## config.mk

```make
export PLATFORM = sky130hd
export DESIGN_NAME = sem_bank
export DESIGN_NICKNAME = d
export VERILOG_FILES = /design/src/rtl/sem_pkg.sv /design/src/rtl/sem_cell.sv /design/src/rtl/sem_port.sv /design/src/rtl/sem_bank.sv
export SDC_FILE = /design/constraint.sdc
export NUM_CORES = 1
export LEC_CHECK = 0
export BUFFER_PORTS_ARGS = -buffer_cell sky130_fd_sc_hd__buf_2
export CAP_MARGIN = 20
export CORE_MARGIN = 4
export CORE_UTILIZATION = 50
export CTS_BUF_LIST = sky130_fd_sc_hd__clkbuf_16
export DETAILED_ROUTE_END_ITERATION = 10
export PLACE_DENSITY = 0.84
export SYNTH_ARGS = -nofsm -noshare
export SYNTH_HDL_FRONTEND = slang
export SYNTH_SLANG_ARGS = --single-unit
```

## constraint.sdc

```tcl
create_clock -name clk -period 1.55 [get_ports clk]
set_input_delay 0.155 -clock clk [delete_from_list [all_inputs] [get_ports clk]]
set_output_delay 0.155 -clock clk [all_outputs]
set_load 0.1 [all_outputs]
```

## src/rtl/sem_pkg.sv

```systemverilog
package sem_pkg;
    typedef enum logic [1:0] {
        SEM_FREE  = 2'd0,
        SEM_LEFT  = 2'd1,
        SEM_RIGHT = 2'd2
    } sem_state_e;
endpackage

```

## src/rtl/sem_cell.sv

```systemverilog
module sem_cell
    import sem_pkg::*;
#(
    parameter bit LEFT_WINS = 1'b1
) (
    input  logic clk,
    input  logic rst_n,
    input  logic l_req,
    input  logic l_rel,
    input  logic r_req,
    input  logic r_rel,
    output logic l_view,
    output logic r_view
);
    sem_state_e state_q, state_d;
    logic       pend_l_q, pend_l_d;
    logic       pend_r_q, pend_r_d;

    // state register
    always_ff @(posedge clk) begin
        if (!rst_n) begin
            state_q  <= SEM_FREE;
            pend_l_q <= 1'b0;
            pend_r_q <= 1'b0;
        end else begin
            state_q  <= state_d;
            pend_l_q <= pend_l_d;
            pend_r_q <= pend_r_d;
        end
    end

    // transitions: acquire, handoff, release, hold
    always_comb begin
        state_d  = state_q;
        pend_l_d = pend_l_q;
        pend_r_d = pend_r_q;
        unique case (state_q)
            SEM_FREE: begin
                pend_l_d = 1'b0;
                pend_r_d = 1'b0;
                if (l_req && r_req) begin
                    if (LEFT_WINS) begin
                        state_d  = SEM_LEFT;
                        pend_r_d = 1'b1;
                    end else begin
                        state_d  = SEM_RIGHT;
                        pend_l_d = 1'b1;
                    end
                end else if (l_req) begin
                    state_d = SEM_LEFT;
                end else if (r_req) begin
                    state_d = SEM_RIGHT;
                end
            end
            SEM_LEFT: begin
                pend_l_d = 1'b0;
                pend_r_d = r_req | (pend_r_q & ~r_rel);
                if (l_rel) begin
                    state_d  = pend_r_d ? SEM_RIGHT : SEM_FREE;
                    pend_r_d = 1'b0;
                end
            end
            SEM_RIGHT: begin
                pend_r_d = 1'b0;
                pend_l_d = l_req | (pend_l_q & ~l_rel);
                if (r_rel) begin
                    state_d  = pend_l_d ? SEM_LEFT : SEM_FREE;
                    pend_l_d = 1'b0;
                end
            end
            default: begin
                state_d  = SEM_FREE;
                pend_l_d = 1'b0;
                pend_r_d = 1'b0;
            end
        endcase
    end

    // outputs: inverted ownership view per port
    always_comb begin
        l_view = (state_q != SEM_LEFT);
        r_view = (state_q != SEM_RIGHT);
    end

    a_r2_acquire_left: assert property (@(posedge clk) disable iff (!rst_n)
        (state_q == SEM_FREE && l_req && !r_req) |=> state_q == SEM_LEFT);
    a_r2_acquire_right: assert property (@(posedge clk) disable iff (!rst_n)
        (state_q == SEM_FREE && r_req && !l_req) |=> state_q == SEM_RIGHT);
    a_r4_left_kept: assert property (@(posedge clk) disable iff (!rst_n)
        (state_q == SEM_LEFT && !l_rel) |=> state_q == SEM_LEFT);
    a_r4_right_kept: assert property (@(posedge clk) disable iff (!rst_n)
        (state_q == SEM_RIGHT && !r_rel) |=> state_q == SEM_RIGHT);
    a_r5_handoff_to_right: assert property (@(posedge clk) disable iff (!rst_n)
        (state_q == SEM_LEFT && l_rel && (pend_r_q || r_req) && !r_rel) |=> state_q == SEM_RIGHT);
    a_r5_handoff_to_left: assert property (@(posedge clk) disable iff (!rst_n)
        (state_q == SEM_RIGHT && r_rel && (pend_l_q || l_req) && !l_rel) |=> state_q == SEM_LEFT);
    a_r5_release_free: assert property (@(posedge clk) disable iff (!rst_n)
        (state_q == SEM_LEFT && l_rel && !pend_r_q && !r_req) |=> state_q == SEM_FREE);
    a_r6_contention: assert property (@(posedge clk) disable iff (!rst_n)
        (state_q == SEM_FREE && l_req && r_req)
        |=> state_q == (LEFT_WINS ? SEM_LEFT : SEM_RIGHT));
    a_r6_single_owner: assert property (@(posedge clk) disable iff (!rst_n)
        (l_view || r_view));
endmodule

```

## src/rtl/sem_port.sv

```systemverilog
module sem_port #(
    parameter int NUM_SEM = 8,
    parameter int DATA_W  = 9,
    localparam int IDX_W  = $clog2(NUM_SEM)
) (
    input  logic               clk,
    input  logic               rst_n,
    input  logic               sel,
    input  logic               wr,
    input  logic               rd,
    input  logic [IDX_W-1:0]   idx,
    input  logic               wbit,
    input  logic [NUM_SEM-1:0] views,
    output logic [NUM_SEM-1:0] req_vec,
    output logic [NUM_SEM-1:0] rel_vec,
    output logic [DATA_W-1:0]  rdata
);
    logic wr_hit;
    logic rd_hit;

    always_comb begin
        wr_hit = sel && wr;
        rd_hit = sel && rd;
    end

    for (genvar g = 0; g < NUM_SEM; g++) begin : g_dec
        always_comb begin
            req_vec[g] = wr_hit && (idx == IDX_W'(g)) && !wbit;
            rel_vec[g] = wr_hit && (idx == IDX_W'(g)) &&  wbit;
        end
    end

    // read capture register: pre-write view, held between reads
    always_ff @(posedge clk) begin
        if (!rst_n) begin
            rdata <= '1;
        end else if (rd_hit) begin
            rdata <= {DATA_W{views[idx]}};
        end
    end

    a_r2_single_target: assert property (@(posedge clk) disable iff (!rst_n)
        $onehot0({req_vec, rel_vec}));
    a_r9_unselected_quiet: assert property (@(posedge clk) disable iff (!rst_n)
        !sel |-> ($countones({req_vec, rel_vec}) == 0));
    a_r7_read_hold: assert property (@(posedge clk) disable iff (!rst_n)
        !rd_hit |=> $stable(rdata));
    a_r3_read_capture: assert property (@(posedge clk) disable iff (!rst_n)
        rd_hit |=> rdata == {DATA_W{$past(views[idx])}});
endmodule

```

## src/rtl/sem_bank.sv

```systemverilog
module sem_bank #(
    parameter int NUM_SEM   = 8,
    parameter int DATA_W    = 9,
    parameter bit LEFT_WINS = 1'b1,
    localparam int IDX_W    = $clog2(NUM_SEM)
) (
    input  logic              clk,
    input  logic              rst_n,
    input  logic              l_sel,
    input  logic              l_wr,
    input  logic              l_rd,
    input  logic [IDX_W-1:0]  l_idx,
    input  logic [DATA_W-1:0] l_wdata,
    output logic [DATA_W-1:0] l_rdata,
    input  logic              r_sel,
    input  logic              r_wr,
    input  logic              r_rd,
    input  logic [IDX_W-1:0]  r_idx,
    input  logic [DATA_W-1:0] r_wdata,
    output logic [DATA_W-1:0] r_rdata
);
    logic [NUM_SEM-1:0] l_req_vec, l_rel_vec, r_req_vec, r_rel_vec;
    logic [NUM_SEM-1:0] l_views, r_views;
    logic               wdata_unused_bits;

    assign wdata_unused_bits = ^{l_wdata[DATA_W-1:1], r_wdata[DATA_W-1:1]};

    sem_port #(.NUM_SEM(NUM_SEM), .DATA_W(DATA_W)) u_lport (
        .clk(clk), .rst_n(rst_n), .sel(l_sel), .wr(l_wr), .rd(l_rd),
        .idx(l_idx), .wbit(l_wdata[0]), .views(l_views),
        .req_vec(l_req_vec), .rel_vec(l_rel_vec), .rdata(l_rdata)
    );

    sem_port #(.NUM_SEM(NUM_SEM), .DATA_W(DATA_W)) u_rport (
        .clk(clk), .rst_n(rst_n), .sel(r_sel), .wr(r_wr), .rd(r_rd),
        .idx(r_idx), .wbit(r_wdata[0]), .views(r_views),
        .req_vec(r_req_vec), .rel_vec(r_rel_vec), .rdata(r_rdata)
    );

    for (genvar g = 0; g < NUM_SEM; g++) begin : g_cell
        sem_cell #(.LEFT_WINS(LEFT_WINS)) u_cell (
            .clk(clk), .rst_n(rst_n),
            .l_req(l_req_vec[g]), .l_rel(l_rel_vec[g]),
            .r_req(r_req_vec[g]), .r_rel(r_rel_vec[g]),
            .l_view(l_views[g]), .r_view(r_views[g])
        );
    end
endmodule

```

-- Yosys cells after proc, flatten, opt, wreduce, memory -nomap -nowiden
Cells that the tools add are included.
- order comparisons: 2
- equal/unequal tests: 70
- multiplexer cells: 92
- bitwise operators: 57
- reductions and logical operators: 88
- operators by type and width (kind ; number):
    $mux 2 ; 48
    $logic_and 1x1->1 ; 60
    $ne 2x1->1 const B ; 24
    $pmux 2 s3 ; 8
    $ne 4x1->1 const B ; 8
    $mux 1 ; 26
    $not 1->1 ; 25
    $eq 3x3->1 const B ; 8
    $reduce_and 3->1 ; 8
    $reduce_or 3->1 ; 8
    $and 1x1->1 ; 16
    $eq 2x1->1 const B ; 8
    $eq 2x2->1 const B ; 8
    $logic_not 2->1 ; 8
    $ne 2x2->1 const B ; 8
    $or 1x1->1 ; 16
    $pmux 1 s2 ; 8
    $eq 3x2->1 const B ; 4
    $lt 3x4->1 const B ; 2
    $bmux 1 s3 ; 2
    $eq 3x1->1 const B ; 2
    $logic_not 3->1 ; 2
    $logic_not 1->1 ; 2
- bits in registers: 34
- logic and storage cells: 335

-- Depth between registers and ports, before layout
- word-level depth: 9
- depth in mapped cells: 7
- depth with buffers taken out: 5

-- Hierarchy
A second synthesis with hierarchy kept.
- cell total of the unflattened synthesis: 296
- area total of the unflattened synthesis: 2332.2 µm²
- by module, submodules not included (module ; times used ; cells an instance ; area each (µm²) ; sequential area each (µm²)):
    sem_cell ; 8 ; 25 ; 215.2 ; 80.1
    sem_port ; 2 ; 48 ; 305.3 ; 20.0

-- Worst setup path after synthesis
Ideal clock, no wire load.
- path kind: reg2out
- start: register u_lport.rdata[0] (netlist name)
- end: output l_rdata[1]
- arrival time: 1499 ps
- required time: 1395 ps
- setup slack: -104 ps
- cell stages (with the launch flop): 2
- path buffers: 1
- path through: dfxtp_1 buf_4
- RTL lines (item ; line ; text):
    end, declared ; sem_bank.sv:14 ; output logic [DATA_W-1:0] l_rdata,
No word-level cell between the ends.

-- Worst setup path after layout
- start: register g_cell[5].u_cell.state_q[0]
- end: register u_lport.rdata[0] (netlist name)
- longest elaborated chain between the ends: 3
- RTL lines (item ; line ; text):
    start, declared ; sem_cell.sv:15 ; sem_state_e state_q, state_d;
    start signal, assigned ; sem_cell.sv:26 ; state_q <= state_d;
    $ne 2x1->1 ; sem_cell.sv:81 ; l_view = (state_q != SEM_LEFT);
    $bmux 1 s3 ; sem_port.sv:38 ; rdata <= {DATA_W{views[idx]}};
    $mux 1 (implied by the code) ; sem_port.sv:38 ;
No other way between the ends. The select of a mux whose other input is x is not followed.
A chain may end at the register's enable or synchronous reset.

==> results by group <==
Yosys
  • Distinct cells, synth: 65
  • Post-synth ARST share: 0%
  • Synth Instances: 330
  • Post-synthesis cell area: between 2000 and 2500 µm²
  • Xor/xnor cell area share of the yosys netlist: less than 1%
  • Adder-cell share of the synthesized area: 0%
  • Post-synthesis mux area share: between 3 and 4%
  • Compound-Gate Fraction of Synth Area: about a quarter
  • Mapped Nets: around 360
  • Post-synth EDFFs: 0
  • Top FF cell, synth: dfxtp_1
  • FF+latch count, synth: 34
  • Seq/Total Area, Yosys: approximately 27%
  • Simple logic cell fraction of the synthesized area: 31.1%
  • Syn. warnings: 0
  • Largest family of logic cells by synthesized area: simple AND/OR/NAND/NOR gates
  • Synth Area per Inst: between 7 and 8 µm²

Place
  • Port Buffer Count: 33
  • Detailed Place HPWL: between 4000 and 5000 µm
  • Routability cong.: about 0.91
  • Cell count after placement: around 420

Critical path
  • Crit-path slowest cell: mux4_2
  • Worst setup EP type: flop
  • Crit-path max FO: 7
  • WP buf/inv: 0
  • Critical Path RT: 1.70 ns
  • Largest stage delay, worst path: 0.47 ns
  • CP Class: flop to flop
  • CP delay by family, top: multiplexers
  • CP Data Arrival Time: around 1.6 ns
  • CP Launch Type: flop
  • Worst path cell trace: nand2_1, mux4_2, a21oi_1, o211ai_1

Min path
  • HP Class: input pin to flop

Timing
  • Final TNS setup: 0 ns
  • Max Clock Freq: around 0.68 GHz
  • Final worst-path cycle share: between 90% and 100%
  • RSZ-0062 raised after global routing: no
  • Worst rel slew slack: between 60% and 70%
  • Final hold violation count: 0
  • Clock skew: approximately 0.0030 ns
  • Measured slew at the worst slew-check pin: approximately 0.48 ns
  • Min Tclk post-route: between 1 and 1.5 ns
  • Max Slew Vio Count: 0
  • Hold Worst Slack: roughly 0.19 ns
  • # setup viols final: 0

Clocking
  • Clk buf depth: 2
  • Post-CTS Hold Buffers: 0
  • CTS Root Buffer Type: clkbuf_16
  • Num CTS Buffers: 5
  • Worst-Skew Late Latency: ~0.27 ns
  • Sink Count: 34
  • H-tree Lvls: 2
  • Post-CTS Resized: 0
  • Setup Buffers After CTS: 0
  • Clk slew on worst S/H paths: roughly 0.05 ns
  • TritonCTS clock tree: built

Global route
  • Total grt overflow: 0
  • Vias in the first global route: between 2000 and 2500
  • Global-route wire length before repair: about 11000 µm
  • Largest net degree at the start of global routing: 19
  • Initial antenna violation count: 0
  • Total GRT Usage: 22.5%

Floorplan
  • Die span in x: between 70 and 80 µm
  • Die Area: roughly 6200 µm²
  • Site Rows: 25
  • Std-Cell Core Area: between 4000 and 5000 µm²
  • Starting Density: between 50 and 60%
  • Die Ht: ~78 µm
  • IO Count: 50

Final layout
  • Fraction of layout instances using a drive strength above 1: 22.5%
  • Post-layout util: about three fifths
  • Highest-count cells in the layout ignoring fill and taps: nand2_1 (34), buf_2 (33), dfxtp_1 (32), nor2_1 (31), buf_4 (27)
  • Final Non-Filler Cells: ~420
  • Layout net count: 387
  • Antenna diodes: 0
  • Syn-to-layout area delta: 13.7%
  • Leading cell type in the layout, fill and taps excluded: nand2_1

Power and ir drop
  • LEAKAGE: between 1 and 1.5 nW
  • Total power density per cell area: 853 nW/µm²
  • Max VDD drop: about 0.00055 V

Routing
  • Total routed wirelength: ~6700 µm
  • Avg WL per Cell: 15.9 µm
  • Post-route ant nets: 0
  • DR pass1 iterations: 5
  • Vias per inst: ~6.2
  • Initial DRC Count: 271
  • Vias post-DR: ~2600
  • # DRC: 0

Run status
  • Status: finished clean

Job
  • Max-Cap Viols: 0
## logic make-up (layout without fill, tap and decap cells)
logic type / after synthesis / in the layout
compound gates: 87 / 87
flops: 34 / 34
xor+xnor: 1 / 1
buf+inv: 54 / 79
mux: 5 / 5
simple gates: 149 / 149
## through the flow
stage | worst slack [ns] | total power [mW] | instance area, µm²
after floorplan | 0.118 | 1.40 | 2490
after global placement | 0.0575 | 1.49 | 2690
after detailed placement | 0.0106 | 1.50 | 2690
after CTS | 0.108 | 2.41 | 2820
after global routing | 0.0124 | 2.50 | 2820
final | 0.0764 | 2.41 | 2820
## area by class of cell
class	count	area (µm²)
Timing Repair Buffer	60	368
Tap cell	67	83.8
Inverter	12	45.0
Multi-Input combinational cell	242	1510
Sequential cell	34	683
Fill cell	430	1930
Clock buffer	5	125
Clock inverter	2	7.51
## worst register-to-register path, cell delays in order (launching register included)
cell,delay (ns)
dfxtp_1,0.43
nand2_1,0.15
mux4_2,0.47
a21oi_1,0.20
o211ai_1,0.10
## where the power goes
part	switching, mW	total (mW)	internal (mW)
Clock	0.338	0.911	0.573
Sequential	0.0189	0.913	0.894
Combinational	0.435	0.582	0.147
Total	0.791	2.41	1.62
## synthesized netlist by cell type (4+ instances only)
cell type  instances  area share, %
buf_4             16            4.8
a21oi_1           11            2.2
and3_1             8            2.0
or3_1              5            1.3
o311ai_0           4            1.4
nand3b_1           7            2.1
nor4_1             5            1.3
a211oi_1           7            2.1
nand4_1            6            1.5
nor2b_1            8            2.0
nor2_1            31            4.7
nand3_1            8            1.6
o21ai_0           13            2.6
dfxtp_1           34             27
clkbuf_1          10            1.5
a21boi_0           4            1.2
buf_2             12            2.4
nand2_1           34            5.1
nor3_1            17            3.4
inv_1             11            1.7
nand2b_1           6            1.5
nor3b_1            5            1.5
## layer usage
| metal | global-route usage [%] | part of all wire, % | up-vias |
|---|---|---|---|
| met5 | 0 | 0 | - |
| met4 | 10.5 | 2.3 | 0 |
| met3 | 4.82 | 9.1 | 16 |
| met2 | 36.9 | 47 | 131 |
| met1 | 28.0 | 41 | 1220 |
| li1 | - | - | 1258 |
## registers in the layout, summed over array words and instances, names as in the netlist
| signal | flops |
|---|---|
| g_cell.u_cell.state_q | 16 |
| u_lport.rdata | 1 |
| g_cell.u_cell.pend_l_q | 8 |
| g_cell.u_cell.pend_r_q | 8 |
| u_rport.rdata | 1 |
## path summary, 6_finish.rpt
path	startpoint	to	slack, ns	depth (start not counted)
min	l_rd	u_lport.rdata[0]	0.19	3
max	g_cell[5].u_cell.state_q[0]	u_lport.rdata[0]	0.08	4
max reg2reg	g_cell[5].u_cell.state_q[0]	u_lport.rdata[0]	0.08	4
min reg2reg	g_cell[4].u_cell.pend_l_q	g_cell[4].u_cell.pend_l_q	0.50	2
Power figures use the tool's default switching activity.
